===== src/rtl/pwm_guard_pkg.sv =====
package pwm_guard_pkg;

    typedef enum logic [1:0] {
        FM_LATCH = 2'b00,
        FM_CYCLE = 2'b01,
        FM_RSVD  = 2'b10,
        FM_OFF   = 2'b11
    } fault_mode_e;

    typedef struct packed {
        logic hi;
        logic lo;
    } pin_pair_t;

    typedef struct packed {
        logic      hi_en;
        logic      lo_en;
        pin_pair_t pat;
    } ovr_cfg_t;

    // bit positions of the blanking start select
    localparam int EDGE_HR = 3;
    localparam int EDGE_HF = 2;
    localparam int EDGE_LR = 1;
    localparam int EDGE_LF = 0;
    localparam int N_EDGE  = 4;
    localparam int N_PROT  = 2;
    localparam int IDX_FLT = 0;
    localparam int IDX_LIM = 1;

    function automatic pin_pair_t to_pair(input logic [1:0] v);
        pin_pair_t p;
        p.hi = v[1];
        p.lo = v[0];
        return p;
    endfunction

endpackage


===== src/rtl/pwm_guard_blank.sv =====
module pwm_guard_blank
    import pwm_guard_pkg::*;
#(
    parameter int CNT_W = 7
) (
    input  logic             clk,
    input  logic             rst,
    input  pin_pair_t        pwm,
    input  logic [N_EDGE-1:0] edge_sel,
    input  logic             tick,
    input  logic [CNT_W-1:0] len,
    output logic             window
);

    pin_pair_t          prev_q;
    logic [CNT_W-1:0]   cnt_q;
    logic [N_EDGE-1:0]  seen;
    logic               start;

    always_comb begin
        seen          = '0;
        seen[EDGE_HR] =  pwm.hi & ~prev_q.hi;
        seen[EDGE_HF] = ~pwm.hi &  prev_q.hi;
        seen[EDGE_LR] =  pwm.lo & ~prev_q.lo;
        seen[EDGE_LF] = ~pwm.lo &  prev_q.lo;
        start         = |(seen & edge_sel);
        window        = start | (cnt_q != '0);
    end

    always_ff @(posedge clk) begin
        if (rst) begin
            prev_q <= '0;
            cnt_q  <= '0;
        end else begin
            prev_q <= pwm;
            if (start)
                cnt_q <= len;
            else if (tick && cnt_q != '0)
                cnt_q <= cnt_q - 1'b1;
        end
    end

    assert_blank_load_R10: assert property (@(posedge clk) disable iff (rst)
        start |=> (cnt_q == $past(len)));

    assert_blank_drain_R10: assert property (@(posedge clk) disable iff (rst)
        (!start && tick && cnt_q == {{(CNT_W-1){1'b0}}, 1'b1}) |=> (cnt_q == '0));

endmodule


===== src/rtl/pwm_guard_prot.sv =====
module pwm_guard_prot
    import pwm_guard_pkg::*;
(
    input  logic        clk,
    input  logic        rst,
    input  logic        fault_act,
    input  logic        limit_act,
    input  fault_mode_e fault_mode,
    input  logic        limit_en,
    input  logic        cycle_start,
    input  logic        fault_clear,
    input  logic        fault_irq_en,
    input  logic        limit_irq_en,
    output logic        fault_force,
    output logic        limit_force,
    output logic        fault_flag,
    output logic        limit_flag
);

    logic fault_q, pend_q, limit_q, fflag_q, lflag_q;
    logic f_hit, l_hit, f_next, pend_next, l_next;

    always_comb begin
        f_hit = ((fault_mode == FM_LATCH) || (fault_mode == FM_CYCLE)) && fault_act;
        l_hit = limit_en && limit_act;
        unique case (fault_mode)
            FM_LATCH: begin
                if (f_hit)
                    f_next = 1'b1;
                else if (fault_q && cycle_start && (pend_q || fault_clear))
                    f_next = 1'b0;
                else
                    f_next = fault_q;
            end
            FM_CYCLE: f_next = f_hit ? 1'b1 : (cycle_start ? 1'b0 : fault_q);
            default:  f_next = 1'b0;
        endcase
        pend_next = f_next && (pend_q || (fault_clear && fault_q));
        l_next    = l_hit || (limit_en && limit_q && !cycle_start);
    end

    assign fault_force = f_next;
    assign limit_force = l_next;
    assign fault_flag  = fflag_q;
    assign limit_flag  = lflag_q;

    always_ff @(posedge clk) begin
        if (rst) begin
            fault_q <= 1'b0;
            pend_q  <= 1'b0;
            limit_q <= 1'b0;
            fflag_q <= 1'b0;
            lflag_q <= 1'b0;
        end else begin
            fault_q <= f_next;
            pend_q  <= pend_next;
            limit_q <= l_next;
            fflag_q <= fault_irq_en && (fflag_q || f_hit);
            lflag_q <= limit_irq_en && (lflag_q || l_hit);
        end
    end

    assert_latch_holds_R4: assert property (@(posedge clk) disable iff (rst)
        (fault_q && fault_mode == FM_LATCH && !cycle_start) |=> fault_q);

    assert_cycle_release_R5: assert property (@(posedge clk) disable iff (rst)
        (fault_mode == FM_CYCLE && cycle_start && !fault_act) |=> !fault_q);

    assert_fault_off_R6: assert property (@(posedge clk) disable iff (rst)
        fault_mode[1] |=> !fault_q);

    assert_limit_take_R7: assert property (@(posedge clk) disable iff (rst)
        (limit_en && limit_act) |=> limit_q);

    assert_flag_cleared_R12: assert property (@(posedge clk) disable iff (rst)
        !fault_irq_en |=> !fflag_q);

endmodule


===== src/rtl/pwm_guard_ovr.sv =====
module pwm_guard_ovr
    import pwm_guard_pkg::*;
(
    input  logic     clk,
    input  logic     rst,
    input  ovr_cfg_t cfg_in,
    input  logic     sync,
    input  logic     cycle_start,
    output ovr_cfg_t cfg_eff
);

    ovr_cfg_t cfg_q;

    always_comb begin
        if (!sync || cycle_start)
            cfg_eff = cfg_in;
        else
            cfg_eff = cfg_q;
    end

    always_ff @(posedge clk) begin
        if (rst)
            cfg_q <= '0;
        else
            cfg_q <= cfg_eff;
    end

    assert_sync_hold_R9: assert property (@(posedge clk) disable iff (rst)
        (sync && !cycle_start) |-> (cfg_eff == cfg_q));

endmodule


===== src/rtl/pwm_guard.sv =====
module pwm_guard
    import pwm_guard_pkg::*;
#(
    parameter int BLANK_W = 7
) (
    input  logic               clk,
    input  logic               rst,
    input  logic               pwm_hi,
    input  logic               pwm_lo,
    input  logic               cycle_start,
    input  logic               fault_raw,
    input  logic               fault_inv,
    input  logic [1:0]         fault_mode,
    input  logic [1:0]         fault_pat,
    input  logic               fault_clear,
    input  logic               limit_raw,
    input  logic               limit_inv,
    input  logic               limit_en,
    input  logic [1:0]         limit_pat,
    input  logic               ovr_hi_en,
    input  logic               ovr_lo_en,
    input  logic [1:0]         ovr_pat,
    input  logic               ovr_sync,
    input  logic [3:0]         blank_edges,
    input  logic               blank_fault_en,
    input  logic               blank_limit_en,
    input  logic [BLANK_W-1:0] blank_len,
    input  logic               blank_tick,
    input  logic               fault_irq_en,
    input  logic               limit_irq_en,
    output logic               pin_hi,
    output logic               pin_lo,
    output logic               fault_flag,
    output logic               limit_flag
);

    pin_pair_t          pwm_in, pins_d, pins_q;
    ovr_cfg_t           ovr_in, ovr_eff;
    logic               window;
    logic [N_PROT-1:0]  raw_v, inv_v, blk_v, act_v;
    logic               fault_force, limit_force;

    assign pwm_in = '{hi: pwm_hi, lo: pwm_lo};
    assign ovr_in = '{hi_en: ovr_hi_en, lo_en: ovr_lo_en, pat: to_pair(ovr_pat)};

    assign raw_v[IDX_FLT] = fault_raw;
    assign raw_v[IDX_LIM] = limit_raw;
    assign inv_v[IDX_FLT] = fault_inv;
    assign inv_v[IDX_LIM] = limit_inv;
    assign blk_v[IDX_FLT] = blank_fault_en;
    assign blk_v[IDX_LIM] = blank_limit_en;

    for (genvar gi = 0; gi < N_PROT; gi++) begin : g_qual
        assign act_v[gi] = (raw_v[gi] ^ inv_v[gi]) & ~(blk_v[gi] & window);
    end

    pwm_guard_blank #(.CNT_W(BLANK_W)) u_blank (
        .clk      (clk),
        .rst      (rst),
        .pwm      (pwm_in),
        .edge_sel (blank_edges),
        .tick     (blank_tick),
        .len      (blank_len),
        .window   (window)
    );

    pwm_guard_prot u_prot (
        .clk          (clk),
        .rst          (rst),
        .fault_act    (act_v[IDX_FLT]),
        .limit_act    (act_v[IDX_LIM]),
        .fault_mode   (fault_mode_e'(fault_mode)),
        .limit_en     (limit_en),
        .cycle_start  (cycle_start),
        .fault_clear  (fault_clear),
        .fault_irq_en (fault_irq_en),
        .limit_irq_en (limit_irq_en),
        .fault_force  (fault_force),
        .limit_force  (limit_force),
        .fault_flag   (fault_flag),
        .limit_flag   (limit_flag)
    );

    pwm_guard_ovr u_ovr (
        .clk         (clk),
        .rst         (rst),
        .cfg_in      (ovr_in),
        .sync        (ovr_sync),
        .cycle_start (cycle_start),
        .cfg_eff     (ovr_eff)
    );

    always_comb begin
        pins_d = pwm_in;
        if (ovr_eff.hi_en) pins_d.hi = ovr_eff.pat.hi;
        if (ovr_eff.lo_en) pins_d.lo = ovr_eff.pat.lo;
        if (limit_force)   pins_d = to_pair(limit_pat);
        if (fault_force)   pins_d = to_pair(fault_pat);
    end

    always_ff @(posedge clk) begin
        if (rst)
            pins_q <= '0;
        else
            pins_q <= pins_d;
    end

    assign pin_hi = pins_q.hi;
    assign pin_lo = pins_q.lo;

    assert_fault_first_R8: assert property (@(posedge clk) disable iff (rst)
        fault_force |=> ({pin_hi, pin_lo} == $past(fault_pat)));

    assert_limit_over_ovr_R8: assert property (@(posedge clk) disable iff (rst)
        (limit_force && !fault_force) |=> ({pin_hi, pin_lo} == $past(limit_pat)));

    assert_ovr_now_R9: assert property (@(posedge clk) disable iff (rst)
        (!ovr_sync && ovr_hi_en && !fault_force && !limit_force) |=> (pin_hi == $past(ovr_pat[1])));

endmodule


===== config.mk =====
export PLATFORM = sky130hd
export DESIGN_NAME = pwm_guard
export DESIGN_NICKNAME = d
export VERILOG_FILES = /design/src/rtl/pwm_guard_pkg.sv /design/src/rtl/pwm_guard_blank.sv /design/src/rtl/pwm_guard_prot.sv /design/src/rtl/pwm_guard_ovr.sv /design/src/rtl/pwm_guard.sv
export SDC_FILE = /design/constraint.sdc
export NUM_CORES = 1
export LEC_CHECK = 0
export CORE_AREA = 4 4 45 47
export DETAILED_ROUTE_END_ITERATION = 8
export DIE_AREA = 0 0 49 51
export DONT_BUFFER_PORTS = 1
export PLACE_DENSITY = 0.75
export SLEW_MARGIN = 20
export SYNTH_ARGS = -nofsm -noshare
export SYNTH_HDL_FRONTEND = slang
export SYNTH_SLANG_ARGS = --single-unit

===== constraint.sdc =====
create_clock -name clk -period 3.9 [get_ports clk]
set_input_delay 0.78 -clock clk [delete_from_list [all_inputs] [get_ports clk]]
set_output_delay 0.78 -clock clk [all_outputs]
set_load 0.02 [all_outputs]

## Word-level counts from Yosys, hierarchy flattened

Cells that the tools add are included.

| word-level totals | value |
|---|---|
| register bits after elaboration | 20 |
| input port bits | 38 |
| output and inout port bits | 4 |
| logic and storage cells | 70 |

| cells by class | value |
|---|---|
| add/subtract/negate cells | 1 |
| equality and inequality tests | 1 |
| mux-type cells | 12 |
| bitwise logic cells | 18 |
| reduce and logical (&&, ||, !) cells | 24 |

Operators by type and width:

| cell | number |
|---|---|
| two-way mux 7 bit | 2 |
| logical AND 1 bit | 11 |
| AND 1 bit | 8 |
| logical OR 1 bit | 7 |
| nonzero test 7 bit | 1 |
| subtractor 7 x 1 -> 7 bit, second input constant | 1 |
| two-way mux 1 bit | 6 |
| NOT 1 bit | 6 |
| AND 4 bit | 1 |
| two-way mux 2 bit | 2 |
| two-way mux 4 bit | 1 |
| OR reduction 4 bit | 1 |
| equality test 2 x 1 -> 1 bit, second input constant | 1 |
| zero test 1 bit | 2 |
| zero test 2 bit | 1 |
| case mux 1 bit (2 select lines) | 1 |
| nonzero test 2 bit | 1 |
| bitwise XOR 1 bit | 2 |
| bitwise OR 1 bit | 1 |

## Longest topological paths before layout

| depth | value |
|---|---|
| depth in word-level cells | 12 |
| gate-level depth with buffers | 7 |
| gate-level depth less buffers | 7 |

## Hierarchy

From an unflattened synthesis, not the netlist that was laid out.

| second synthesis, totals | value |
|---|---|
| cells, all modules | 120 |
| area total of the unflattened synthesis | 1148.6 sq um |

Modules (own cells, without submodules):

| module | times used | cells an instance | area an instance (sq um) | sequential area each (sq um) |
|---|---|---|---|---|
| pwm_guard_blank | 1 | 64 | 559.3 | 180.2 |
| pwm_guard_ovr | 1 | 22 | 255.2 | 80.1 |
| pwm_guard_prot | 1 | 19 | 192.7 | 100.1 |
| pwm_guard | 1 | 15 | 141.4 | 40.0 |

## Worst setup path after synthesis

OpenSTA, ideal clock, no wires.

| path | value |
|---|---|
| kind | input-to-reg |
| start | input fault_mode[0] |
| end | register pins_q (netlist bit pin_hi) |
| setup time | 0.122 ns |
| arrival | 1.652 ns |
| slack | 2.125 ns |
| stages on the path | 5 |
| cells stage by stage | o31a_1 > o32a_1 > o21a_1 > o21ai_0 > a21oi_1 |

| on the way | value |
|---|---|
| cells in the longest elaborated chain, start to end | 6 |

RTL lines:

| element | line | RTL |
|---|---|---|
| start: declaration | pwm_guard.sv:13 | `input logic [1:0] fault_mode,` |
| equality test 2 x 1 -> 1 bit or zero test 2 bit (tied branches) | pwm_guard_prot.sv:24, pwm_guard_prot.sv:26 |  |
| logical OR 1 bit | pwm_guard_prot.sv:24 | `f_hit = ((fault_mode == FM_LATCH) \|\| (fault_mode == FM_CYCLE)) && fault_act;` |
| logical AND 1 bit | pwm_guard_prot.sv:24 |  |
| two-way mux 1 bit (on tied branches) | pwm_guard_prot.sv:35, pwm_guard_prot.sv:28 |  |
| case mux 1 bit (2 select lines) * | pwm_guard_prot.sv:26 | `unique case (fault_mode)` |
| two-way mux 2 bit * | pwm_guard.sv:98 | `if (fault_force) pins_d = to_pair(fault_pat);` |
| end signal: assignment | pwm_guard.sv:105 | `pins_q <= pins_d;` |
| end: declaration | pwm_guard.sv:37 | `pin_pair_t pwm_in, pins_d, pins_q;` |

Mark *: on every way between the ends. The rest lies on a longest branch, timed or not.
A chain may end at the register's enable or synchronous reset.

## Worst setup path in the final report

| path | value |
|---|---|
| start | input pwm_hi |
| end | register u_blank.cnt_q[4] |

| on the way | value |
|---|---|
| cells in the longest elaborated chain, start to end | 5 |

RTL lines:

| element | line | RTL |
|---|---|---|
| start: declaration | pwm_guard.sv:8 | `input logic pwm_hi,` |
| NOT 1 bit | pwm_guard_blank.sv:23 | `seen[EDGE_HF] = ~pwm.hi & prev_q.hi;` |
| AND 1 bit | pwm_guard_blank.sv:23 |  |
| AND 4 bit * | pwm_guard_blank.sv:26 | `start = \|(seen & edge_sel);` |
| OR reduction 4 bit * | pwm_guard_blank.sv:26 |  |
| two-way mux 7 bit or nonzero test 2 bit (tied branches) | n/a |  |
| end signal: assignment | pwm_guard_blank.sv:37 | `cnt_q <= len;` |
| end signal: assignment | pwm_guard_blank.sv:39 | `cnt_q <= cnt_q - 1'b1;` |
| end: declaration | pwm_guard_blank.sv:16 | `logic [CNT_W-1:0] cnt_q;` |

Marks and branches as above.

==> results.sh <==
export IMPL_track_usage_pct=17.66
export IMPL_post_cts_buffers=0
export IMPL_synthSimpleGateAreaFrac_pct=25.19
export IMPL_drtIter0Drc=19
export IMPL_die_x_um=49
export IMPL_multi_input_area_um2=575.6
export IMPL_synth_top_area_share_pct=39.51
export IMPL_clkPwrFrac_pct=26.2
export IMPL_cp_endpoint="u_blank.cnt_q[4]$_SDFFE_PP0P_"
export IMPL_synth_area_leaders="dfxtp_1, mux2i_1, nand3_1, nand2_1, nor2_1"
export IMPL_ff2ff_setup_slack_ns=2.20
export IMPL_syn_inst=118
export IMPL_vias=803
export IMPL_yosysSeqAreaShare_pct=39.51
export IMPL_num_rows=15
export IMPL_largest_reg_flops=7
export IMPL_rr_worst_depth=5
export IMPL_synth_nets=158
export IMPL_finalSetupViolCount=0
export IMPL_synth_largest_area_cell="dfxtp_1"
export IMPL_cp_top_family="simple AND/OR/NAND/NOR gates"
export IMPL_dr_wl_met2_mm=1.033
export IMPL_synth_yosys_warnings=0
export IMPL_timing_fmax_mhz=556.0
export IMPL_start_util_pct=61.36
export IMPL_postCtsHoldBufs=0
export IMPL_hpwl_mm=1.664
export IMPL_syn_area_um2=1013
export IMPL_avgViaCountPerCell=5.904
export IMPL_maxSlewHeadroom_pct=52.84
export IMPL_die_area_um2=2499
export IMPL_ant_nets=0
export IMPL_rr_startpoint="u_blank.prev_q[1]$_SDFF_PP0_"
export IMPL_dpl_cell_area_um2=1016
export IMPL_grt_setup_unrepaired="false"
export IMPL_worstMarginPinSlew_ns=0.7070
export IMPL_portBuffers=0
export IMPL_crit_path_start_kind="input port"
export IMPL_antenna_found_initial=0
export IMPL_reg_largest_list="u_blank.cnt_q (7), u_ovr.cfg_q (4), u_blank.prev_q (2)"
export IMPL_max_stage_delay_ns=0.60
export IMPL_r2r_end="u_blank.cnt_q[4]$_SDFFE_PP0P_"
export IMPL_fillCellCount=160
export IMPL_p_leak_nw=0.4243
export IMPL_cts_sinks=20
export IMPL_arrival_ns=2.02
export IMPL_regArea_um2=400.4
export IMPL_die_h_um=51
export IMPL_htree_num_levels=1
export IMPL_cts_buffers=3
export IMPL_final_min_clock_period_ns=1.799
export IMPL_post_cts_resized=0
export IMPL_async_reset_ff_share_pct=0
export IMPL_nets=160
export IMPL_clk_path_buf_depth=2
export IMPL_synth_adder_area_share_pct=2.469
export IMPL_ys_types=31
export IMPL_route_met3_wl_um=153
export IMPL_top_register="u_blank.cnt_q"
export IMPL_drive_gt1_share_pct=6.723
export IMPL_synth_edf_count=0
export IMPL_synth_top_family_by_area="simple AND/OR/NAND/NOR gates"
export IMPL_ios=42
export IMPL_ys_flop_type="dfxtp_1"
export IMPL_grt_max_degree=17
export IMPL_synth_compound_area_share_pct=18.02
export IMPL_maxCapViolCount=0
export IMPL_drcViolationCount=0
export IMPL_cp_depth=5
export IMPL_yosysMostFrequentCell="dfxtp_1"
export IMPL_n_antenna_cell=0
export IMPL_seqPwrFrac_pct=53.2
export IMPL_muxShareOfSynthArea_pct=5.926
export IMPL_insertion_delay_ns=0.29
export IMPL_drt_first_pass_iters=4
export IMPL_finalInstanceArea_um2=1052
export IMPL_cp_startpoint="pwm_hi"
export IMPL_p_int_w=0.0003223
export IMPL_cp_cell_sequence="nand3b_1 -> o21a_1 -> and2_0 -> nor2_1 -> a311oi_2"
export IMPL_coreArea_um2=1652
export IMPL_wl_mm=2.075
export IMPL_crit_type="in2reg"
export IMPL_crit_fanout=13
export IMPL_ir_drop_mv=0.2097
export IMPL_gp_congestion=0.7163
export IMPL_cts_tree="done"
export IMPL_clkTransAtPathRegs_ns=0.11
export IMPL_hp_class="reg2reg"
export IMPL_worst_path_buf_inv=0
export IMPL_syn_to_final_growth_pct=3.827
export IMPL_cts_root_buf="clkbuf_4"
export IMPL_status="finished, final reports clean"
export IMPL_finalCritPeriodShare_pct=46.12
export IMPL_synth_xor_area_share_pct=5.185
export IMPL_avgSynthCellArea_um2=8.589
export IMPL_synth_common_cells="dfxtp_1, nand2_1, nor2_1, nand3_1, a21oi_1"
export IMPL_p_sw_w=0.0001256
export IMPL_slowest_stage="and2_0"
export IMPL_grt_pass1_wl_mm=3.450
export IMPL_slew_violations=0
export IMPL_overflow=0
export IMPL_highest_layer="met4"
export IMPL_final_setup_tns_ns=0
export IMPL_swShare_pct=28.04
export IMPL_combPwrFrac_pct=20.6
export IMPL_worst_clock_skew_ns=0.006573
export IMPL_powerDensity_nw_per_um2=425.7
export IMPL_wire_per_inst_um=15.26
export IMPL_hold_viol=0
export IMPL_grt_pass1_vias=801
export IMPL_required_ns=4.12
export IMPL_cp_end_kind="register"
export IMPL_met1Wirelength_um=871
export IMPL_synth_seq_cells=20
layer usage:
metal,vias to the layer above,global-route usage [%]
met4,0,6.726
met2,27,30.00
met1,357,19.93
met3,2,6.706
met5,-,0
li1,417,-
worst min-delay path, cell delays in order, from the launching register on:
cell and delay [ns]:
dfxtp_1 0.33, nand2_1 0.05, a21oi_1 0.05
logic make-up after synthesis:
kind of cell               Yosys count
and+or+nand+nor                     51
AOI/OAI and AO/OA                   25
DFF                                 20
buffers and inverters                8
xor gates and xnor gates             6
muxes                                6
adders and majority gates            2
worst min path at each step:
stage / slack, ns / startpoint / endpoint / depth (start not counted)
after floorplan: 0.43 / u_ovr.cfg_q[0]$_SDFF_PP0_ / u_ovr.cfg_q[0]$_SDFF_PP0_ / 2
after global placement: 0.43 / u_ovr.cfg_q[0]$_SDFF_PP0_ / u_ovr.cfg_q[0]$_SDFF_PP0_ / 2
after detailed placement: 0.44 / u_ovr.cfg_q[1]$_SDFF_PP0_ / u_ovr.cfg_q[1]$_SDFF_PP0_ / 2
after CTS: 0.46 / u_ovr.cfg_q[1]$_SDFF_PP0_ / u_ovr.cfg_q[1]$_SDFF_PP0_ / 2
after global routing: 0.48 / u_ovr.cfg_q[0]$_SDFF_PP0_ / u_ovr.cfg_q[0]$_SDFF_PP0_ / 2
final: 0.45 / u_ovr.cfg_q[0]$_SDFF_PP0_ / u_ovr.cfg_q[0]$_SDFF_PP0_ / 2
cell type report:
type,count,area share (%)
clock buffer,4,3.448
inverter,5,1.784
sequential,20,38.05
multi-input combinational,90,54.70
tap,17,2.021
power groups by stage:
stage / logic (W) / clock network (W) / registers (W)
floorplan: 0.0000823 / 0 / 0.000240
global placement: 0.0000884 / 0 / 0.000242
detailed placement: 0.0000921 / 0 / 0.000243
CTS: 0.0000929 / 0.000121 / 0.000238
global route: 0.000104 / 0.000134 / 0.000241
finish: 0.0000923 / 0.000117 / 0.000238
cell usage in the layout, fill, tap and decap left out, types with 2 or more instances in the layout:
cell type | netlist | layout
ha_1 | 2 | 2
nor2_1 | 12 | 12
nor2b_1 | 4 | 4
inv_1 | 5 | 5
nand2b_1 | 2 | 2
a21oi_1 | 7 | 7
o21ai_0 | 3 | 3
xor2_1 | 4 | 4
a211oi_1 | 5 | 5
nor3_1 | 3 | 3
o21a_1 | 3 | 3
nand3b_1 | 2 | 2
clkbuf_4 | 0 | 3
nand3_1 | 10 | 10
xnor2_1 | 2 | 2
mux2i_1 | 6 | 6
nand2_1 | 12 | 12
o211a_1 | 2 | 2
dfxtp_1 | 20 | 20
through the flow:
stage | hold WS (ns) | std cells | util [%] | power, W | worst slack [ns]
2_1_floorplan | 0.4324 | 118 | - | 0.0003223 | 2.125
3_3_place_gp | 0.4348 | 132 | 61.52 | 0.0003302 | 1.926
3_5_place_dp | 0.4419 | 132 | 61.52 | 0.0003346 | 1.802
4_1_cts | 0.4570 | 136 | 63.71 | 0.0004514 | 2.112
5_1_grt | 0.4820 | 136 | 63.71 | 0.0004784 | 2.014
6_report | 0.4502 | 136 | 63.71 | 0.0004479 | 2.101
Note: power is estimated with default switching activity, not from simulation.
